`src/rtl/pm_pkg.sv`:
```
package pm_pkg;

    typedef enum logic [1:0] {
        MODE_RUN   = 2'd0,
        MODE_IDLE  = 2'd1,
        MODE_SLEEP = 2'd2
    } pm_mode_e;

    typedef enum logic [2:0] {
        ST_RUN,
        ST_IDLE_ENTER,
        ST_IDLE,
        ST_IDLE_EXIT,
        ST_SLEEP_ENTER,
        ST_SLEEP,
        ST_WAKE_RELEASE,
        ST_WAKE_SETTLE
    } pm_state_e;

    localparam int unsigned EST_W = 16;
    // power estimates in 10 uW units
    localparam logic [EST_W-1:0] EST_RUN   = 16'd40000;
    localparam logic [EST_W-1:0] EST_IDLE  = 16'd5000;
    localparam logic [EST_W-1:0] EST_SLEEP = 16'd16;

endpackage

```
`src/rtl/pm_timer.sv`:
```
module pm_timer #(
    parameter int unsigned W = 8
) (
    input  logic         clk,
    input  logic         rst_n,
    input  logic         load,
    input  logic [W-1:0] load_val,
    output logic         expired
);
    logic [W-1:0] cnt;

    always_ff @(posedge clk or negedge rst_n) begin
        if (!rst_n) begin
            cnt <= '0;
        end else if (load) begin
            cnt <= load_val;
        end else if (cnt != '0) begin
            cnt <= cnt - 1'b1;
        end
    end

    assign expired = (cnt == '0);

    // an expired timer stays expired until reloaded
    p_hold_zero_r2: assert property (@(posedge clk) disable iff (!rst_n)
        (!load && expired) |=> expired);

endmodule

```
`src/rtl/pm_fsm.sv`:
```
module pm_fsm
    import pm_pkg::*;
#(
    parameter int unsigned W          = 8,
    parameter int unsigned N_DOM      = 3,
    parameter int unsigned T_IDLE_IN  = 10,
    parameter int unsigned T_IDLE_OUT = 10,
    parameter int unsigned T_STEP     = 30,
    parameter int unsigned T_RLS      = 10,
    parameter int unsigned T_WAKE     = 100
) (
    input  logic             clk,
    input  logic             rst_n,
    input  logic             req_valid,
    input  logic [1:0]       req_mode,
    input  logic             irq_wake,
    input  logic             wake_evt,
    input  logic             tmr_expired,
    output logic             tmr_load,
    output logic [W-1:0]     tmr_val,
    output pm_mode_e         mode_o,
    output logic             busy,
    output logic             core_clk_en,
    output logic [N_DOM-1:0] pwr_off
);
    localparam int unsigned SW = (N_DOM > 1) ? $clog2(N_DOM) : 1;
    localparam logic [SW-1:0] LAST_STEP = SW'(N_DOM - 1);
    localparam logic [W-1:0]  LD_IDLE_IN  = W'(T_IDLE_IN - 1);
    localparam logic [W-1:0]  LD_IDLE_OUT = W'(T_IDLE_OUT - 1);
    localparam logic [W-1:0]  LD_STEP     = W'(T_STEP - 1);
    localparam logic [W-1:0]  LD_RLS      = W'(T_RLS - 1);
    localparam logic [W-1:0]  LD_WAKE     = W'(T_WAKE - 1);

    pm_state_e     state, nxt_state;
    logic [SW-1:0] step, nxt_step;

    wire want_idle  = req_valid && (req_mode == 2'd1);
    wire want_sleep = req_valid && (req_mode == 2'd2);

    // state register
    always_ff @(posedge clk or negedge rst_n) begin
        if (!rst_n) begin
            state <= ST_RUN;
            step  <= '0;
        end else begin
            state <= nxt_state;
            step  <= nxt_step;
        end
    end

    // next state and timer loads
    always_comb begin
        nxt_state = state;
        nxt_step  = step;
        tmr_load  = 1'b0;
        tmr_val   = '0;
        unique case (state)
            ST_RUN: begin
                if (want_idle) begin
                    nxt_state = ST_IDLE_ENTER;
                    tmr_load  = 1'b1;
                    tmr_val   = LD_IDLE_IN;
                end else if (want_sleep) begin
                    nxt_state = ST_SLEEP_ENTER;
                    nxt_step  = '0;
                    tmr_load  = 1'b1;
                    tmr_val   = LD_STEP;
                end
            end
            ST_IDLE_ENTER: begin
                if (tmr_expired) nxt_state = ST_IDLE;
            end
            ST_IDLE: begin
                if (irq_wake) begin
                    nxt_state = ST_IDLE_EXIT;
                    tmr_load  = 1'b1;
                    tmr_val   = LD_IDLE_OUT;
                end
            end
            ST_IDLE_EXIT: begin
                if (tmr_expired) nxt_state = ST_RUN;
            end
            ST_SLEEP_ENTER: begin
                if (tmr_expired) begin
                    if (step == LAST_STEP) begin
                        nxt_state = ST_SLEEP;
                    end else begin
                        nxt_step = step + 1'b1;
                        tmr_load = 1'b1;
                        tmr_val  = LD_STEP;
                    end
                end
            end
            ST_SLEEP: begin
                if (wake_evt) begin
                    nxt_state = ST_WAKE_RELEASE;
                    nxt_step  = LAST_STEP;
                    tmr_load  = 1'b1;
                    tmr_val   = LD_RLS;
                end
            end
            ST_WAKE_RELEASE: begin
                if (tmr_expired) begin
                    tmr_load = 1'b1;
                    if (step == '0) begin
                        nxt_state = ST_WAKE_SETTLE;
                        tmr_val   = LD_WAKE;
                    end else begin
                        nxt_step = step - 1'b1;
                        tmr_val  = LD_RLS;
                    end
                end
            end
            ST_WAKE_SETTLE: begin
                if (tmr_expired) nxt_state = ST_RUN;
            end
            default: nxt_state = ST_RUN;
        endcase
    end

    // mode, busy and clock enable outputs
    always_comb begin
        mode_o      = MODE_RUN;
        busy        = 1'b1;
        core_clk_en = 1'b0;
        unique case (state)
            ST_RUN:          begin busy = 1'b0; core_clk_en = 1'b1; end
            ST_IDLE_ENTER:   core_clk_en = 1'b1;
            ST_IDLE:         begin mode_o = MODE_IDLE; busy = 1'b0; end
            ST_IDLE_EXIT:    mode_o = MODE_IDLE;
            ST_SLEEP_ENTER:  mode_o = MODE_RUN;
            ST_SLEEP:        begin mode_o = MODE_SLEEP; busy = 1'b0; end
            ST_WAKE_RELEASE: mode_o = MODE_SLEEP;
            ST_WAKE_SETTLE:  mode_o = MODE_SLEEP;
            default:         mode_o = MODE_RUN;
        endcase
    end

    // per-domain power-off enables: ascending on entry, descending on release
    for (genvar d = 0; d < N_DOM; d++) begin : g_dom
        if (d == 0) begin : g_first
            assign pwr_off[d] = (state == ST_SLEEP) || (state == ST_SLEEP_ENTER)
                             || ((state == ST_WAKE_RELEASE) && (step != '0));
        end else begin : g_rest
            assign pwr_off[d] = (state == ST_SLEEP)
                             || ((state == ST_SLEEP_ENTER) && (step >= SW'(d)))
                             || ((state == ST_WAKE_RELEASE) && (step > SW'(d)));
        end
    end

    // settled run has the clock on and every domain powered
    p_run_powered_r1: assert property (@(posedge clk) disable iff (!rst_n)
        (mode_o == MODE_RUN && !busy) |-> (core_clk_en && pwr_off == '0));

    // idle keeps logic powered with the clock stopped
    p_idle_gated_r3: assert property (@(posedge clk) disable iff (!rst_n)
        (mode_o == MODE_IDLE) |-> (!core_clk_en && pwr_off == '0));

    // settled sleep has all domains off and the clock stopped
    p_sleep_all_off_r4: assert property (@(posedge clk) disable iff (!rst_n)
        (mode_o == MODE_SLEEP && !busy) |-> (!core_clk_en && pwr_off == '1));

    // during entry domains are only ever added
    p_entry_grows_r4: assert property (@(posedge clk) disable iff (!rst_n)
        (state == ST_SLEEP_ENTER) |=> ((pwr_off & $past(pwr_off)) == $past(pwr_off)));

    // during release domains are only ever removed
    p_release_shrinks_r5: assert property (@(posedge clk) disable iff (!rst_n)
        (state == ST_WAKE_RELEASE) |=> ((pwr_off | $past(pwr_off)) == $past(pwr_off)));

    // the core clock restarts only with all domains back on, in run
    p_clk_restart_r5: assert property (@(posedge clk) disable iff (!rst_n)
        $rose(core_clk_en) |-> (pwr_off == '0 && mode_o == MODE_RUN));

    // mode changes only when a transition completes
    p_mode_step_r7: assert property (@(posedge clk) disable iff (!rst_n)
        (mode_o != $past(mode_o)) |-> ($past(busy) && !busy));

endmodule

```
`src/rtl/pm_power_est.sv`:
```
module pm_power_est
    import pm_pkg::*;
(
    input  pm_mode_e         mode,
    output logic [EST_W-1:0] est
);
    always_comb begin
        unique case (mode)
            MODE_RUN:   est = EST_RUN;
            MODE_IDLE:  est = EST_IDLE;
            MODE_SLEEP: est = EST_SLEEP;
            default:    est = EST_RUN;
        endcase
    end
endmodule

```
`src/rtl/pm_ctrl.sv`:
```
module pm_ctrl
    import pm_pkg::*;
#(
    parameter int unsigned N_DOM      = 3,
    parameter int unsigned T_IDLE_IN  = 10,
    parameter int unsigned T_IDLE_OUT = 10,
    parameter int unsigned T_STEP     = 30,
    parameter int unsigned T_RLS      = 10,
    parameter int unsigned T_WAKE     = 160000
) (
    input  logic             clk_ref,
    input  logic             rst_n,
    input  logic             req_valid,
    input  logic [1:0]       req_mode,
    input  logic             irq_wake,
    input  logic             wake_evt,
    output logic [1:0]       mode_o,
    output logic             busy,
    output logic             core_clk_en,
    output logic [N_DOM-1:0] pwr_off,
    output logic [15:0]      power_est
);
    localparam int unsigned M1 = (T_IDLE_IN > T_IDLE_OUT) ? T_IDLE_IN : T_IDLE_OUT;
    localparam int unsigned M2 = (T_STEP > T_RLS) ? T_STEP : T_RLS;
    localparam int unsigned M3 = (M1 > M2) ? M1 : M2;
    localparam int unsigned TMAX = (M3 > T_WAKE) ? M3 : T_WAKE;
    localparam int unsigned W = $clog2(TMAX + 1);

    logic         tmr_load;
    logic [W-1:0] tmr_val;
    logic         tmr_expired;
    pm_mode_e     mode_q;

    pm_timer #(.W(W)) u_timer (
        .clk      (clk_ref),
        .rst_n    (rst_n),
        .load     (tmr_load),
        .load_val (tmr_val),
        .expired  (tmr_expired)
    );

    pm_fsm #(
        .W(W), .N_DOM(N_DOM), .T_IDLE_IN(T_IDLE_IN), .T_IDLE_OUT(T_IDLE_OUT),
        .T_STEP(T_STEP), .T_RLS(T_RLS), .T_WAKE(T_WAKE)
    ) u_fsm (
        .clk         (clk_ref),
        .rst_n       (rst_n),
        .req_valid   (req_valid),
        .req_mode    (req_mode),
        .irq_wake    (irq_wake),
        .wake_evt    (wake_evt),
        .tmr_expired (tmr_expired),
        .tmr_load    (tmr_load),
        .tmr_val     (tmr_val),
        .mode_o      (mode_q),
        .busy        (busy),
        .core_clk_en (core_clk_en),
        .pwr_off     (pwr_off)
    );

    pm_power_est u_est (
        .mode (mode_q),
        .est  (power_est)
    );

    assign mode_o = mode_q;

endmodule

```
`config.mk`:
```
export PLATFORM = sky130hd
export DESIGN_NAME = pm_ctrl
export DESIGN_NICKNAME = d
export VERILOG_FILES = /design/src/rtl/pm_pkg.sv /design/src/rtl/pm_timer.sv /design/src/rtl/pm_fsm.sv /design/src/rtl/pm_power_est.sv /design/src/rtl/pm_ctrl.sv
export SDC_FILE = /design/constraint.sdc
export NUM_CORES = 1
export LEC_CHECK = 0
export BUFFER_PORTS_ARGS = -buffer_cell sky130_fd_sc_hd__clkbuf_2
export CORE_UTILIZATION = 25
export DETAILED_ROUTE_END_ITERATION = 7
export HOLD_SLACK_MARGIN = 0.08
export PLACE_DENSITY = 0.46
export SYNTH_ARGS = -nofsm -noshare
export SYNTH_HDL_FRONTEND = slang
export SYNTH_SLANG_ARGS = --single-unit
```
`constraint.sdc`:
```
create_clock -name clk_ref -period 1.9 [get_ports clk_ref]
set_input_delay 0.38 -clock clk_ref [delete_from_list [all_inputs] [get_ports clk_ref]]
set_output_delay 0.38 -clock clk_ref [all_outputs]
set_load 0.05 [all_outputs]
```
[Yosys cells after proc, flatten, opt, wreduce, memory -nomap -nowiden]
Index checks and enable logic that the tools add are counted.
Widths: inputs -> output; s select.
Operators by class
  $lt $le $gt $ge: 4
  muxes and demuxes: 42
  reduce and logical (&&, ||, !) cells: 27
  add/subtract/negate cells: 3
  equality and inequality tests: 25
Operators with widths (number)
  $mux 18: 6
  $pmux 18 s5: 1
  $pmux 16 s2: 1
  $mux 3: 10
  $pmux 3 s7: 1
  $logic_not 18->1: 1
  $reduce_bool 18->1: 1
  $sub 18x1->18 const B: 1
  $ne 2x2->1 const B: 8
  $mux 2: 7
  $eq 3x3->1 const B: 4
  $mux 5: 2
  $mux 1: 9
  $reduce_and 9->1: 1
  $mux 4: 2
  $ne 2x1->1 const B: 4
  $pmux 2 s4: 1
  $reduce_and 8->1: 1
  $logic_and 1x1->1: 7
  $eq 2x2->1 const B: 3
  $eq 3x2->1 const B: 2
  $logic_or 1x1->1: 6
  $reduce_or 2->1: 3
  $reduce_or 3->1: 2
  15 further kinds: 17
Storage, ports and cells
  bits of input ports: 7
  word-level logic and storage cells: 104
  bits in registers: 23

[Logic depth before layout (Yosys ltp)]
  depth in word-level cells: 6
  mapped depth: 9

[Modules after synthesis]
A second synthesis with hierarchy kept.
Unflattened totals
  cell total of the unflattened synthesis: 248
  area, all modules: 2080.7 um2
Modules (own cells, without submodules)
  pm_timer: instances 1, area each 1141.1 um2, cells an instance 127
  pm_fsm: instances 1, area each 797.0 um2, cells an instance 102
  pm_power_est: instances 1, area each 142.6 um2, cells an instance 19

[Least setup slack after synthesis]
No wires, ideal clock.
  path type: register -> output
  start point: register u_fsm.state[2]
  end point: output power_est[10]
  stages on the path, launching flop included: 7
  path slack: -1143 ps
  arrival: 2663 ps
  required time: 1520 ps
  cells stage by stage: dfrtp_1 -> buf_2 -> clkbuf_1 -> nor2_1 -> inv_1 -> ha_1 -> buf_4
On the way
  cells in the longest elaborated chain, start to end: 5
Ends and longest elaborated chain
  start, declared: RTL line pm_fsm.sv:34  | pm_state_e state, nxt_state;
  start signal, assigned: RTL line pm_fsm.sv:46  | state <= nxt_state;
  $eq 3x3->1 or $eq 3x2->1 (tied branches): RTL line pm_fsm.sv:126  | unique case (state)
  $reduce_or 3->1 (no line) or $reduce_or 2->1 (tied branches)
  $pmux 2 s2 (*): RTL line pm_fsm.sv:126
  net mode_o[0]: RTL line pm_ctrl.sv:17  | output logic [1:0] mode_o,
  $eq 2x2->1 or $eq 2x1->1 (tied branches): RTL line pm_power_est.sv:8  | unique case (mode)
  $pmux 16 s2 (*): RTL line pm_power_est.sv:8
  end, declared: RTL line pm_ctrl.sv:21  | output logic [15:0] power_est
The timed path passes the listed nets; every way through them passes the cells marked *.

[Worst setup path in the final report]
  start point: register u_fsm.state[0]
  end point: output pwr_off[2]
On the way
  cells in the longest elaborated chain, start to end: 4
Ends and longest elaborated chain
  $eq 3x3->1: RTL line pm_fsm.sv:146  | || ((state == ST_SLEEP_ENTER) && (step >= SW'(d)))
  $logic_and 1x1->1: RTL line pm_fsm.sv:146
  $logic_or 1x1->1: RTL line pm_fsm.sv:146
  $logic_or 1x1->1 (*): RTL line pm_fsm.sv:147  | || ((state == ST_WAKE_RELEASE) && (step > SW'(d)));
  end, declared: RTL line pm_ctrl.sv:20  | output logic [N_DOM-1:0] pwr_off,
Mark *: on every way between the ends. The rest lies on a longest branch, timed or not.

==> results.sh <==
export IMPL_slew_viol_final=0
export IMPL_number_of_enable_flip_flop_cells_after_synthesis=0
export IMPL_number_of_antenna_violations_at_the_first_check_in_global_routing=0
export IMPL_ff_latch_count_synth=23
export IMPL_antenna_violating_nets_post_route=0
export IMPL_final_min_clock_period_ps=1890
export IMPL_cts_root_buffer="sky130_fd_sc_hd__clkbuf_8"
export IMPL_design_portCount=30
export IMPL_num_rows=30
export IMPL_grtUsageTotal_pct=11.9
export IMPL_starting_utilization_of_the_core_area_pct=26.1
export IMPL_power_per_cell_area_mw_per_mm2=565
export IMPL_cts_hold_fix_buffers=0
export IMPL_status="finished clean"
export IMPL_routed_via_count=1572
export IMPL_worst_r2r_startpoint="u_timer.cnt[0]"
export IMPL_cts_tree="done"
export IMPL_post_dp_cell_area_mm2=0.00221
export IMPL_pin_slew_with_the_least_headroom_to_its_limit_ps=609
export IMPL_worstPathCellList="buf_4, nor3_2, o21ai_0, and2_1, clkbuf_4"
export IMPL_yosys_warnings=0
export IMPL_die_area_mm2=0.00747
export IMPL_timing_max_cap_violations=0
export IMPL_core_mm2=0.00683
export IMPL_first_pass_iters=4
export IMPL_synth_compound_gate_area_share_pct=19.2
export IMPL_hold_violations=0
export IMPL_seq_area_frac_synth_pct=32.3
export IMPL_syn_instance_count=204
export IMPL_synth_largest_area_cell="sky130_fd_sc_hd__dfrtp_1"
export IMPL_timing_critical_path_from="u_fsm.state[0]"
export IMPL_top_library_cells_by_usage_in_the_layout_fill_and_taps_aside="36 x sky130_fd_sc_hd__buf_4, 26 x sky130_fd_sc_hd__o21ai_0, 20 x sky130_fd_sc_hd__dfrtp_1"
export IMPL_power_switching_share_pct=33.0
export IMPL_clkTransAtPathRegs_ps=90
export IMPL_grt_busiest_layer="met2"
export IMPL_grt_overflow_total=0
export IMPL_synthXorXnorAreaFrac_pct=6.39
export IMPL_synth_area_mm2=0.00178
export IMPL_wl_per_cell_um=12.1
export IMPL_gr_usage_met1_pct=16.7
export IMPL_first_pass_grt_wire_length_mm=7.09
export IMPL_pwr_share_comb_pct=30.7
export IMPL_data_arrival_time_of_the_worst_path_ps=1510
export IMPL_insertion_delay_ps=260
export IMPL_synthToLayoutAreaGrowth_pct=37.5
export IMPL_fin_total_pwr_mw=1.38
export IMPL_critical_path_peak_fanout=6
export IMPL_cts_inserted_buffers=3
export IMPL_post_route_drc_count=0
export IMPL_yosys_cell_types_count=53
export IMPL_cts_num_sinks=23
export IMPL_worst_ir_drop_vdd_mv=0.312
export IMPL_finalSetupViolCount=0
export IMPL_crit_type="register to primary output"
export IMPL_final_setup_tns_ps=0
export IMPL_timing_fmax_mhz=529
export IMPL_clock_skew_ps=5.47
export IMPL_placed_cells_incl_taps=340
export IMPL_async_reset_ff_share_pct=100
export IMPL_place_port_buffers=23
export IMPL_power_leakage_nw=1.06
export IMPL_post_route_cells_drive_above_1_share_pct=40.2
export IMPL_postSynthAreaPerCell_um2=8.73
export IMPL_crit_path_top_delay_cell="sky130_fd_sc_hd__dfrtp_2"
export IMPL_nNetsFinal=271
export IMPL_dieHeight_um=86.4
export IMPL_hold_class="input pin to async pin"
export IMPL_routed_via_density=4.49
export IMPL_number_of_global_route_vias_before_repair=1507
export IMPL_drt_wl_total_mm=4.25
export IMPL_slowest_delay_ps=480
export IMPL_clockBufferDepth=2
export IMPL_share_seq_of_total_power_pct=46.6
export IMPL_synth_area_top_cells="sky130_fd_sc_hd__dfrtp_1 32%, sky130_fd_sc_hd__o21ai_0 7.6%, sky130_fd_sc_hd__ha_1 6.3%, sky130_fd_sc_hd__buf_4 5.5%, sky130_fd_sc_hd__xor2_1 3.9%"
export IMPL_final_hold_worst_slack_ps=109
export IMPL_htree_num_levels=1
export IMPL_fin_area_mm2=0.00245
export IMPL_switchingPower_mw=0.456
export IMPL_met2_track_demand_over_resource_in_global_routing_pct=19.8
export IMPL_worst_setup_path_end_kind="primary output"
export IMPL_antenna_cells_inserted=0
export IMPL_start_kind="register"
export IMPL_final_gp_congestion=0.744
export IMPL_min_period_over_period_pct=99.5
export IMPL_largest_family_of_logic_cells_by_synthesized_area="simple AND/OR/NAND/NOR gates"
export IMPL_synth_top_area_share_pct=32.3
export IMPL_max_slew_margin_rel_pct=59.4
export IMPL_cell_internal_pwr_mw=0.927
export IMPL_synth_adder_area_share_pct=6.32
export IMPL_use_met3_pct=1.43
export IMPL_initialDrtViolationCount=45
export IMPL_critPathRequiredTime_ps=1520
export IMPL_dp_final_hpwl_mm=3.13
export IMPL_layoutNonFillerInstCount=350
export IMPL_yosys_mux_area_fraction_pct=1.83
export IMPL_floorplan_die_width_um=86.4
export IMPL_synthFlopType="sky130_fd_sc_hd__dfrtp_1"
export IMPL_grt_setup_unrepaired="yes"
export IMPL_pin_count_of_the_biggest_net_entering_global_routing=24
export IMPL_clock_power_share_pct=22.7
export IMPL_most_common_library_cell_in_the_layout_ignoring_fill_and_taps="sky130_fd_sc_hd__buf_4"
export IMPL_simple_logic_cell_fraction_of_the_synthesized_area_pct=23.0
-- Yosys cell counts (3+ instances only) --
cell,instances
sky130_fd_sc_hd__buf_2,3
sky130_fd_sc_hd__clkbuf_1,3
sky130_fd_sc_hd__o21ai_0,27
sky130_fd_sc_hd__nand2_1,16
sky130_fd_sc_hd__dfrtp_1,23
sky130_fd_sc_hd__inv_1,11
sky130_fd_sc_hd__nor2_1,16
sky130_fd_sc_hd__o211ai_1,4
sky130_fd_sc_hd__nand3_1,4
sky130_fd_sc_hd__buf_4,13
sky130_fd_sc_hd__xor2_1,8
sky130_fd_sc_hd__or3_1,3
sky130_fd_sc_hd__nor3_1,8
sky130_fd_sc_hd__ha_1,9
sky130_fd_sc_hd__xnor2_1,5
sky130_fd_sc_hd__a21oi_1,6
-- worst max-delay path: cells and delay by family, from the launching register on --
family,cells,cell delay [ps]
flops,1,480
simple gates,2,310
compound gates,1,80
buf+inv,2,380
-- final timing paths --
check                                  end  slack, ps  depth (start not counted)
min                        u_timer.cnt[16]        110                          1
max reg2reg                 u_timer.cnt[3]         90                          9
max in group asynchronous   u_fsm.state[1]       1360                          1
min reg2reg                 u_timer.cnt[9]        540                          2
min in group clk_ref        u_fsm.state[0]        490                          4
max                             pwr_off[2]          9                          5
-- power by group through the flow --
stage	registers (mW)	clock network (mW)	logic, mW
6_report	0.645	0.314	0.424
5_1_grt	0.655	0.350	0.466
4_1_cts	0.643	0.327	0.410
3_5_place_dp	0.651	0	0.408
3_3_place_gp	0.650	0	0.410
2_1_floorplan	0.667	0	0.221
-- per-stage QoR --
stage,util (%),setup slack [ps]
6_report,35.9,8.57
3_5_place_dp,32.4,-12.8
4_1_cts,34.4,4.82
3_3_place_gp,32.4,-13.3
5_1_grt,35.9,-104
2_1_floorplan,-,-157
-- kinds of logic (layout without fill, tap and decap cells) --
group | after synthesis | count (layout)
adder cells (fa/ha/maj) | 9 | 9
AO/OA/AOI/OAI | 54 | 54
multiplexers | 3 | 3
buffers and inverters | 33 | 77
flip-flops | 23 | 23
XOR/XNOR | 13 | 13
AND/OR/NAND/NOR | 68 | 69
other | 1 | 6
-- registers in the layout, indices dropped and copies added (netlist names) --
register,cells
u_fsm.step,2
u_fsm.state,3
u_timer.cnt,18
-- cell type report --
type / count / area, µm²
clock buffers: 4 / 45.0
multi-input cells: 154 / 1150
repair buffers: 61 / 500
inverters: 12 / 52.6
well taps: 96 / 120
fillers: 728 / 4380
flip-flops and latches: 23 / 579
-- repair_timing --
action	4_1_cts	5_1_grt
hold endpoints to repair	0	0
endpoints found under the setup margin	14	30
setup buffers	3	2
cloned	0	1
pin swaps	3	4
resized for setup	18	26
-- per-layer routing --
layer / part of all wire [%] / routed length [µm] / vias up
met1: 49 / 2070 / 740
met2: 48 / 2020 / 30
met4: 0.56 / 24 / 0
met5: 0 / 0 / -
met3: 3.2 / 135 / 2
li1: - / - / 800
No activity file was read; power rests on OpenSTA's default activity.
